**src/rtl/ssp_pkg.sv**
```systemverilog
package ssp_pkg;

  typedef enum logic [1:0] {
    OM_HIZ      = 2'b00,
    OM_RESYNC   = 2'b01,
    OM_DIRECT   = 2'b10,
    OM_PARALLEL = 2'b11
  } out_mode_e;

  // Bits 7:1 of the control word; bit 0 is Start and is held apart.
  typedef struct packed {
    logic       irq_en;
    logic       msb_first;
    logic       sample_rise;
    logic [1:0] rate;
    logic       master;
    logic       status;
  } ctrl_t;

  localparam logic [1:0] ADDR_CTRL = 2'd0;
  localparam logic [1:0] ADDR_MODE = 2'd1;
  localparam logic [1:0] ADDR_DATA = 2'd2;

endpackage

```
**src/rtl/ssp_ctrl.sv**
```systemverilog
module ssp_ctrl
  import ssp_pkg::*;
#(
  parameter int BITS = 8
) (
  input  logic            clk,
  input  logic            rst_n,
  input  logic            wr_en,
  input  logic [1:0]      wr_addr,
  input  logic [BITS-1:0] wr_data,
  input  logic            fall_ev,
  output ctrl_t           cfg,
  output out_mode_e       mode,
  output logic            start,
  output logic            start_load,
  output logic            irq_flag
);

  localparam int CNT_W = (BITS > 1) ? $clog2(BITS) : 1;
  localparam logic [CNT_W-1:0] LAST = CNT_W'(BITS - 1);

  ctrl_t            cfg_q, cfg_d;
  out_mode_e        mode_q, mode_d;
  logic             start_q, start_d;
  logic             irq_q, irq_d;
  logic [CNT_W-1:0] cnt_q, cnt_d;
  logic             ctrl_wr, mode_wr, done;

  assign ctrl_wr    = wr_en && (wr_addr == ADDR_CTRL);
  assign mode_wr    = wr_en && (wr_addr == ADDR_MODE);
  assign start_load = ctrl_wr && wr_data[0];
  assign done       = fall_ev && start_q && (cnt_q == LAST);

  always_comb begin
    cfg_d   = cfg_q;
    mode_d  = mode_q;
    start_d = start_q;
    irq_d   = irq_q;
    cnt_d   = cnt_q;
    if (mode_wr) mode_d = out_mode_e'(wr_data[1:0]);
    if (ctrl_wr) begin
      // a control write takes precedence over completion
      cfg_d   = ctrl_t'(wr_data[7:1]);
      start_d = wr_data[0];
      cnt_d   = '0;
      if (wr_data[0]) irq_d = 1'b0;
    end else if (done) begin
      start_d = 1'b0;
      irq_d   = 1'b1;
      cnt_d   = '0;
    end else if (fall_ev && start_q) begin
      cnt_d = cnt_q + 1'b1;
    end
  end

  always_ff @(posedge clk or negedge rst_n) begin
    if (!rst_n) begin
      cfg_q   <= '0;
      mode_q  <= OM_HIZ;
      start_q <= 1'b0;
      irq_q   <= 1'b0;
      cnt_q   <= '0;
    end else begin
      cfg_q   <= cfg_d;
      mode_q  <= mode_d;
      start_q <= start_d;
      irq_q   <= irq_d;
      cnt_q   <= cnt_d;
    end
  end

  assign cfg      = cfg_q;
  assign mode     = mode_q;
  assign start    = start_q;
  assign irq_flag = irq_q;

  assert_done_sets_flag_R4: assert property (@(posedge clk) disable iff (!rst_n)
    (done && !ctrl_wr) |=> (irq_q && !start_q));
  assert_start_clears_flag_R13: assert property (@(posedge clk) disable iff (!rst_n)
    start_load |=> (start_q && !irq_q));
  assert_flag_holds_R5: assert property (@(posedge clk) disable iff (!rst_n)
    (irq_q && !start_load) |=> irq_q);

endmodule

```
**src/rtl/ssp_clkgen.sv**
```systemverilog
module ssp_clkgen #(
  parameter int SYNC_STAGES  = 2,
  parameter int RATE_LOG_MAX = 2
) (
  input  logic       clk,
  input  logic       rst_n,
  input  logic       master,
  input  logic [1:0] rate,
  input  logic       start,
  input  logic       start_load,
  input  logic       sclk_i,
  input  logic       sdin_i,
  output logic       sclk_o,
  output logic       rise_ev,
  output logic       fall_ev,
  output logic       din
);

  localparam int CNT_W = (RATE_LOG_MAX > 0) ? RATE_LOG_MAX : 1;

  logic [CNT_W-1:0]       cnt_q, cnt_d, lim;
  logic                   sclk_q, sclk_d, tick, run;
  logic [SYNC_STAGES-1:0] ck_sync, dt_sync;
  logic                   ck_prev;
  logic                   s_ck, s_rise, s_fall;

  assign run = start && master;

  // half period of 2**rate cycles, codes above the maximum saturate
  always_comb begin
    if (int'(rate) > RATE_LOG_MAX) lim = CNT_W'((1 << RATE_LOG_MAX) - 1);
    else                           lim = CNT_W'((1 << rate) - 1);
  end

  always_comb begin
    cnt_d  = cnt_q;
    sclk_d = sclk_q;
    tick   = 1'b0;
    if (start_load || !run) begin
      cnt_d  = '0;
      sclk_d = 1'b0;
    end else if (cnt_q == lim) begin
      cnt_d  = '0;
      sclk_d = ~sclk_q;
      tick   = 1'b1;
    end else begin
      cnt_d = cnt_q + 1'b1;
    end
  end

  always_ff @(posedge clk or negedge rst_n) begin
    if (!rst_n) begin
      cnt_q   <= '0;
      sclk_q  <= 1'b0;
      ck_sync <= '0;
      dt_sync <= '0;
      ck_prev <= 1'b0;
    end else begin
      cnt_q   <= cnt_d;
      sclk_q  <= sclk_d;
      ck_sync <= {ck_sync[SYNC_STAGES-2:0], sclk_i};
      dt_sync <= {dt_sync[SYNC_STAGES-2:0], sdin_i};
      ck_prev <= s_ck;
    end
  end

  assign s_ck   = ck_sync[SYNC_STAGES-1];
  assign s_rise = start && !master && s_ck && !ck_prev;
  assign s_fall = start && !master && !s_ck && ck_prev;

  assign rise_ev = master ? (tick && !sclk_q) : s_rise;
  assign fall_ev = master ? (tick &&  sclk_q) : s_fall;
  assign din     = master ? sdin_i : dt_sync[SYNC_STAGES-1];
  assign sclk_o  = sclk_q;

  assert_clock_idle_R2: assert property (@(posedge clk) disable iff (!rst_n)
    (!start && !$past(start)) |-> !sclk_q);

endmodule

```
**src/rtl/ssp_shifter.sv**
```systemverilog
module ssp_shifter #(
  parameter int BITS = 8
) (
  input  logic            clk,
  input  logic            rst_n,
  input  logic            start,
  input  logic            sample_rise,
  input  logic            msb_first,
  input  logic            rise_ev,
  input  logic            fall_ev,
  input  logic            din,
  input  logic            data_wr,
  input  logic [BITS-1:0] wr_data,
  output logic [BITS-1:0] data_o,
  output logic            bit_direct,
  output logic            bit_resync
);

  logic [BITS-1:0] sr_q, sr_d;
  logic            rs_q, rs_d;
  logic            act, cur;

  assign act = start && (sample_rise ? rise_ev : fall_ev);
  assign cur = msb_first ? sr_q[BITS-1] : sr_q[0];

  always_comb begin
    sr_d = sr_q;
    rs_d = rs_q;
    if (data_wr && !start) begin
      sr_d = wr_data;
    end else if (act) begin
      if (msb_first) sr_d = {sr_q[BITS-2:0], din};
      else           sr_d = {din, sr_q[BITS-1:1]};
    end
    if (start && rise_ev) rs_d = cur;
  end

  always_ff @(posedge clk or negedge rst_n) begin
    if (!rst_n) begin
      sr_q <= '0;
      rs_q <= 1'b0;
    end else begin
      sr_q <= sr_d;
      rs_q <= rs_d;
    end
  end

  assign data_o     = sr_q;
  assign bit_direct = cur;
  assign bit_resync = rs_q;

  assert_data_locked_R12: assert property (@(posedge clk) disable iff (!rst_n)
    (data_wr && start && !act) |=> $stable(sr_q));
  assert_idle_ignores_clock_R3: assert property (@(posedge clk) disable iff (!rst_n)
    (!start && !data_wr) |=> $stable(sr_q));

endmodule

```
**src/rtl/sync_serial_port.sv**
```systemverilog
module sync_serial_port
  import ssp_pkg::*;
#(
  parameter int BITS         = 8,
  parameter int SYNC_STAGES  = 2,
  parameter int RATE_LOG_MAX = 2
) (
  input  logic            clk,
  input  logic            rst_n,
  input  logic            wr_en,
  input  logic [1:0]      wr_addr,
  input  logic [BITS-1:0] wr_data,
  input  logic            sclk_i,
  input  logic            sdin_i,
  output logic            sclk_o,
  output logic            sclk_oe,
  output logic            sdout_o,
  output logic            sdout_oe,
  output logic            sel_o,
  output logic            irq_o,
  output logic            start_o,
  output logic [BITS-1:0] rx_data_o
);

  logic [1:0] rst_pipe;
  logic       rst_s_n;
  ctrl_t      cfg;
  out_mode_e  mode;
  logic       start, start_load, irq_flag;
  logic       rise_ev, fall_ev, din, sclk_int;
  logic       bit_direct, bit_resync, data_wr, pins_on;

  // reset asserts at once, releases on a clock edge
  always_ff @(posedge clk or negedge rst_n) begin
    if (!rst_n) rst_pipe <= 2'b00;
    else        rst_pipe <= {rst_pipe[0], 1'b1};
  end
  assign rst_s_n = rst_pipe[1];

  assign data_wr = wr_en && (wr_addr == ADDR_DATA);

  ssp_ctrl #(.BITS(BITS)) u_ctrl (
    .clk(clk), .rst_n(rst_s_n), .wr_en(wr_en), .wr_addr(wr_addr),
    .wr_data(wr_data), .fall_ev(fall_ev), .cfg(cfg), .mode(mode),
    .start(start), .start_load(start_load), .irq_flag(irq_flag)
  );

  ssp_clkgen #(.SYNC_STAGES(SYNC_STAGES), .RATE_LOG_MAX(RATE_LOG_MAX)) u_clk (
    .clk(clk), .rst_n(rst_s_n), .master(cfg.master), .rate(cfg.rate),
    .start(start), .start_load(start_load), .sclk_i(sclk_i), .sdin_i(sdin_i),
    .sclk_o(sclk_int), .rise_ev(rise_ev), .fall_ev(fall_ev), .din(din)
  );

  ssp_shifter #(.BITS(BITS)) u_shift (
    .clk(clk), .rst_n(rst_s_n), .start(start), .sample_rise(cfg.sample_rise),
    .msb_first(cfg.msb_first), .rise_ev(rise_ev), .fall_ev(fall_ev),
    .din(din), .data_wr(data_wr), .wr_data(wr_data), .data_o(rx_data_o),
    .bit_direct(bit_direct), .bit_resync(bit_resync)
  );

  assign pins_on  = (mode == OM_RESYNC) || (mode == OM_DIRECT);
  assign sdout_oe = pins_on;
  assign sclk_oe  = pins_on && cfg.master;
  assign sclk_o   = sclk_int;
  always_comb begin
    case (mode)
      OM_RESYNC: sdout_o = bit_resync;
      OM_DIRECT: sdout_o = bit_direct;
      default:   sdout_o = 1'b0;
    endcase
  end

  assign sel_o   = start | cfg.status;
  assign irq_o   = irq_flag & cfg.irq_en;
  assign start_o = start;

  assert_pins_released_R10: assert property (@(posedge clk) disable iff (!rst_s_n)
    (mode == OM_HIZ || mode == OM_PARALLEL) |-> (!sdout_oe && !sclk_oe));

endmodule

```
**config.mk**
```make
export PLATFORM = sky130hd
export DESIGN_NAME = sync_serial_port
export DESIGN_NICKNAME = d
export VERILOG_FILES = /design/src/rtl/ssp_pkg.sv /design/src/rtl/ssp_ctrl.sv /design/src/rtl/ssp_clkgen.sv /design/src/rtl/ssp_shifter.sv /design/src/rtl/sync_serial_port.sv
export SDC_FILE = /design/constraint.sdc
export NUM_CORES = 1
export LEC_CHECK = 0
export BUFFER_PORTS_ARGS = -buffer_cell sky130_fd_sc_hd__buf_2
export CORE_MARGIN = 3
export CORE_UTILIZATION = 57
export CTS_BUF_LIST = sky130_fd_sc_hd__clkbuf_4
export DETAILED_ROUTE_END_ITERATION = 8
export PLACE_DENSITY = 0.85
export SETUP_SLACK_MARGIN = 0.4
export SYNTH_ARGS = -nofsm -noshare
export SYNTH_HDL_FRONTEND = slang
export SYNTH_SLANG_ARGS = --single-unit
```
**constraint.sdc**
```tcl
create_clock -name clk -period 1.2 [get_ports clk]
set_input_delay 0.12 -clock clk [delete_from_list [all_inputs] [get_ports clk]]
set_output_delay 0.12 -clock clk [all_outputs]
set_load 0.005 [all_outputs]
```
# Word level (Yosys, flattened, before mapping)
# Index checks and enable logic that the tools add are counted.
op_classes:
  n_addsub: 3
  n_mul: 0
  n_div: 0
  order_cmp: 1
  eq_ne: 7
  n_shift: 1
  muxes: 24
  bitwise_logic: 3
  n_reduce_logical: 32
ops:
  columns: ["cell", "n"]
  rows:
  - ["two-way mux 8 bit", 3]
  - ["logical AND 1 bit", 18]
  - ["two-way mux 1 bit", 14]
  - ["two-way mux 3 bit", 3]
  - ["zero test 1 bit", 6]
  - ["two-way mux 2 bit", 3]
  - ["nonzero test 2 bit", 3]
  - ["equality test 2 x 1 -> 1 bit (second input constant)", 2]
  - ["equality test 2 bit (second input constant)", 2]
  - ["adder 3 x 1 -> 3 bit (second input constant)", 1]
  - ["equality test 3 bit (second input constant)", 1]
  - ["nonzero test 3 bit", 1]
  - ["adder 2 x 1 -> 2 bit (second input constant)", 1]
  - ["equality test 2 bit", 1]
  - ["> comparator 2 bit (second input constant)", 1]
  - ["zero test 2 bit", 1]
  - ["logical OR 1 bit", 2]
  - ["inequality test 2 bit (second input constant)", 1]
  - ["case mux 1 bit (2 select lines)", 1]
  - ["AND reduction 2 bit", 1]
  - ["left shift 1 x 2 -> 2 bit (first input constant)", 1]
  - ["subtractor 2 bit (second input constant)", 1]
  - ["AND 1 bit", 1]
  - ["NOT 1 bit", 1]
  - ["bitwise OR 1 bit", 1]
word_totals:
  regBits: 33
  latch_bits: 0
  mem_bits_rw: 0
  mem_bits_ro: 0
  inputBits: 15
  memories: 0

# Longest topological paths before layout
logic_depth:
  depth_word: 12
  ltp_mapped: 5
  mapped_depth_nobuf: 5

# Modules after synthesis
# A second synthesis with hierarchy kept.
hier_totals:
  hier_cells: 126
  area_unflattened_um2: 1714.1
modules_own_cells:
  columns: ["module", "instances", "cells_each", "area_per_inst_um2"]
  rows:
  - ["ssp_ctrl", 1, 44, 651.9]
  - ["ssp_shifter", 1, 42, 610.6]
  - ["ssp_clkgen", 1, 25, 324.1]
  - ["sync_serial_port", 1, 15, 127.6]

# Least setup slack after synthesis
# OpenSTA, ideal clock, no wires.
synth_timing:
  kind: "register to register"
  from: "register u_clk.cnt_q[0]"
  to: "register u_shift.sr_q[0] (netlist: u_shift.data_o[0])"
  t_arrival_ns: 1.655
  required_ns: 1.066
  path_slack_ns: -0.589
  stages_incl_launch_ff: 6
  n_path_buf: 0
  period_less_slack_ns: 1.789
  path_cell_list: "dfrtp_1 > xor2_1 > o31a_4 > or4_4 > o2111ai_1 > o211ai_1"
synth_between:
  elab_chain_cells: 8
  elab_cells_between_ends: 10
  cone_classes: "eq/ne (1); mux (5); reduce/logical (4)"
synth_lines:
  columns: ["element", "line", "text"]
  rows:
  - ["start: declaration", "ssp_clkgen.sv:21", "logic [CNT_W-1:0] cnt_q, cnt_d, lim;"]
  - ["start signal: assignment", "ssp_clkgen.sv:59", "cnt_q <= cnt_d;"]
  - ["equality test 2 bit (*)", "ssp_clkgen.sv:42", "end else if (cnt_q == lim) begin"]
  - ["two-way mux 1 bit (*)", "ssp_clkgen.sv:42", null]
  - ["two-way mux 1 bit (*)", "ssp_clkgen.sv:39", "if (start_load || !run) begin"]
  - ["logical AND 1 bit (on tied branches)", "ssp_clkgen.sv:72, ssp_clkgen.sv:71", null]
  - ["two-way mux 1 bit (on tied branches)", "ssp_clkgen.sv:72, ssp_clkgen.sv:71", null]
  - ["two-way mux 1 bit (*)", "ssp_shifter.sv:23", "assign act = start && (sample_rise ? rise_ev : fall_ev);"]
  - ["logical AND 1 bit (*)", "ssp_shifter.sv:23", null]
  - ["nonzero test 2 bit (no line) (*)", null, null]
  - ["end signal: assignment", "ssp_shifter.sv:43", "sr_q <= sr_d;"]
  - ["end: declaration", "ssp_shifter.sv:19", "logic [BITS-1:0] sr_q, sr_d;"]
# Mark *: on every way between the ends. The rest lies on a longest branch, timed or not.
# A chain may end at the register's enable or synchronous reset.

# Worst setup path in the final report
layout_timing:
  from: "register u_ctrl.start_q (netlist: u_ctrl.start)"
  to: "register u_shift.sr_q[4] (netlist: u_shift.data_o[4])"
layout_between:
  elab_chain_cells: 9
  elab_cells_between_ends: 19
  cone_classes: "mux (5); reduce/logical (14)"
layout_lines:
  columns: ["element", "line", "text"]
  rows:
  - ["start: declaration", "ssp_ctrl.sv:24", "logic start_q, start_d;"]
  - ["start signal: assignment", "ssp_ctrl.sv:66", "start_q <= start_d;"]
  - ["logical AND 1 bit", "ssp_clkgen.sv:27", "assign run = start && master;"]
  - ["zero test 1 bit", "ssp_clkgen.sv:39", null]
  - ["logical OR 1 bit", "ssp_clkgen.sv:39", null]
  - ["two-way mux 1 bit", "ssp_clkgen.sv:39", null]
  - ["logical AND 1 bit (on tied branches)", "ssp_clkgen.sv:72, ssp_clkgen.sv:71", null]
  - ["two-way mux 1 bit (on tied branches)", "ssp_clkgen.sv:72, ssp_clkgen.sv:71", null]
  - ["two-way mux 1 bit", "ssp_shifter.sv:23", null]
  - ["logical AND 1 bit", "ssp_shifter.sv:23", null]
  - ["nonzero test 2 bit (no line)", null, null]
# Parallel ways exist; a longest one is shown, timed or not.

==> results.cfg <==
[status]
status = finished with violations
violations = negative setup slack

[cells_and_area]
drive_gt1_share_pct = 53.6
post-route-util_pct = 92.0
num_antenna_cells = 0
final_area_um2 = 2560
synthToLayoutAreaGrowth_pct = 51.8
final_nets = 240

[synth]
yosys.area.top_type_share_pct = 49.0
yosysWarnings = 0
synth_cell_types = 45
syn_nets = 160
syn_avg_cell_area_um2 = 12.0
synth_area_um2 = 1690
yosys-top-cells-area = dfrtp_1 49%, mux2_2 7.3%, mux2i_1 4.2%
yosys-top-cells-count = 33 x dfrtp_1, 12 x nor2_1, 11 x mux2_2
synth_edf_count = 0
synth_ff_type = dfrtp_1
seq_area_frac_synth_pct = 49.0
synth_top_cell_by_area = dfrtp_1
yosysMostFrequentCell = dfrtp_1
syn_inst = 141
ys_ff_latch = 33
async_flop_share_pct = 100

[power_and_ir_drop]
leakagePower_uw = 0.00116
cellPowerDensity_nw_per_um2 = 1750
power_uw = 4480
ir_drop_v = 0.00248

[global_routing]
grt_pass1_vias = 1509
grt_util_all_layers_pct = 31.4
grt.overflow.total = 0
grt_max_degree = 16
grt_pass1_wl_mm = 8.05
antenna_found_initial = 0

[run]
maxCapViolCount = 0

[placed_design]
dpl.hpwl_mm = 3.06
gp_congestion = 0.832
portBuffers = 29
place_area_um2 = 2120

[hold_path]
whs_path_depth = 2
hp-start = wr_data[4]
hold_path.class = input port to register
min_to = u_ctrl.cfg[3]

[critical_path]
slowest_delay_ns = 0.65
worstSetupStartpointType = register
crit_chain = and4bb_1 > a21oi_4 > o31ai_4 > a2111oi_1 > a211oi_1
critical-path-top-delay-family = compound AO/OA/AOI/OAI gates
cp.depth = 5
crit_type = register to register
path_buf_inv = 0
cp.arrival_ns = 2.20
crit_fanout = 7
rr_worst_depth = 5
worstReg2RegStart = u_ctrl.start
crit_path_end_kind = register
required_ns = 1.40
ff2ff_setup_slack_ns = -0.80
r2r-end = u_shift.data_o[4]
slowest_stage = a2111oi_1

[sta]
tightest_slew_ns = 0.609
finClkSkew_ns = 0.00367
period_minus_slack_ns = 2.00
finalCritPeriodShare_pct = 167
fmax_ghz = 0.499
tns_ns = -11.00
relSlewSlack_pct = 59.3
rsz0062_at_grt = yes
timing.final.ws_setup_ns = -0.802
hold_viol = 0
setup_viol = 22
drv_slew = 0

[route]
dr.pass1.iters = 5
first_iter_violations = 176
wire_per_inst_um = 24.9
drc = 0
vias = 1666
vias_per_cell = 6.58
routed_wl_mm = 6.30
ant_nets = 0

[die]
die_h_um = 60.4
io_pins = 30
rows = 19
core_area_um2 = 2780
initial_utilization_pct = 60.6
die_area_um2 = 3650
die_w_um = 60.4

[clock_tree]
cts.sink_count = 33
htreeDepth = 2
clockRootBuffer = clkbuf_4
cts_tree = yes
clock_latency_ns = 0.34
numCtsBuffers = 5
clock_path_buffers = 2
clk_pin_slew_ns = 0.10
[cell usage in the layout (no fill, tap or decap), types with 2 or more instances in the layout]
cell type,Yosys,routed
a2111oi_1,1,2
clkbuf_4,0,6
and2_1,2,2
mux2i_1,7,7
buf_2,0,21
o31ai_4,1,2
mux2_4,0,10
buf_6,0,21
a211oi_1,5,5
o211ai_1,2,2
a2111oi_0,5,3
dfrtp_2,0,4
nor2_1,12,11
dlygate4sd3_1,0,3
dfrtp_1,33,29
inv_1,5,3
buf_4,0,28
xnor2_1,2,2
nand3b_1,2,2
a21oi_1,5,5
o31ai_1,3,2
nand4bb_1,2,2
nand2_2,0,2
nand2_1,9,7
ha_1,4,3
inv_2,0,2
buf_12,0,2
[power by group]
part           leakage (µW)  internal [µW]  switching (µW)
logic              0.000728           1120             903
clock network     0.0000433            456             375
registers          0.000393           1360             277
[cells by family after synthesis]
| kind of cell | synth area share (%) |
|---|---|
| AO/OA/AOI/OAI | 17.1 |
| flip-flops | 49.0 |
| adder cells (fa/ha/maj) | 2.97 |
| XOR/XNOR | 1.56 |
| other | 0.222 |
| AND/OR/NAND/NOR | 15.9 |
| buffers and inverters | 1.78 |
| multiplexers | 11.5 |
[routing by layer]
metal,GRT usage [%],wire length (µm),vias to the layer above
li1,-,-,688
met1,40.8,2160,791
met2,52.3,3090,136
met3,7.02,635,51
met4,10.1,416,0
met5,0,0,-
[flip-flops by register name (all words and copies together), names as in the netlist]
signal              flops
u_clk.ck_sync           2
u_ctrl.irq_flag         1
u_shift.bit_resync      1
u_clk.sclk_o            1
u_ctrl.cfg              7
u_ctrl.cnt_q            3
rst_pipe                2
u_ctrl.mode             2
u_shift.data_o          8
u_clk.cnt_q             2
u_clk.ck_prev           1
u_clk.dt_sync           2
u_ctrl.start            1
[how the worst max path moves through the flow]
stage	from	endpoint
finish	u_ctrl.start	u_shift.data_o[4]
global route	u_ctrl.cfg[2]	u_shift.data_o[7]
CTS	u_ctrl.cfg[2]	u_shift.data_o[4]
detailed placement	u_ctrl.cfg[2]	u_shift.data_o[4]
global placement	u_ctrl.cfg[2]	u_shift.data_o[4]
floorplan	u_clk.cnt_q[0]	u_shift.data_o[0]
[cell type report]
type,instances,area (µm²)
clock inverters,2,33.8
inverters,5,18.8
fillers,95,221
repair buffers,76,647
flip-flops and latches,33,831
multi-input cells,100,946
clock buffers,6,45.0
well taps,31,38.8
[metrics by stage]
step / worst slack, ns / std cells / hold WS [ns]
floorplan: -0.588 / 141 / -0.176
global placement: -0.578 / 225 / -0.0950
detailed placement: -0.642 / 225 / -0.0925
CTS: -0.637 / 244 / 0.0203
global route: -0.806 / 253 / 0.0381
finish: -0.802 / 253 / 0.0332
[worst register-to-register path: cells and delay by family (launching register included)]
family          cells  cell delay (ns)
flops               1             0.44
simple gates        1             0.24
compound gates      4             1.18
[repair_timing]
item	CTS	global route
buffers inserted	8	8
endpoints found under the setup margin	39	41
hold buffers	3	0
pin swaps	4	6
hold endpoints to repair	4	0
resized for setup	27	17
cloned	0	1
No activity file was read; power rests on OpenSTA's default activity.
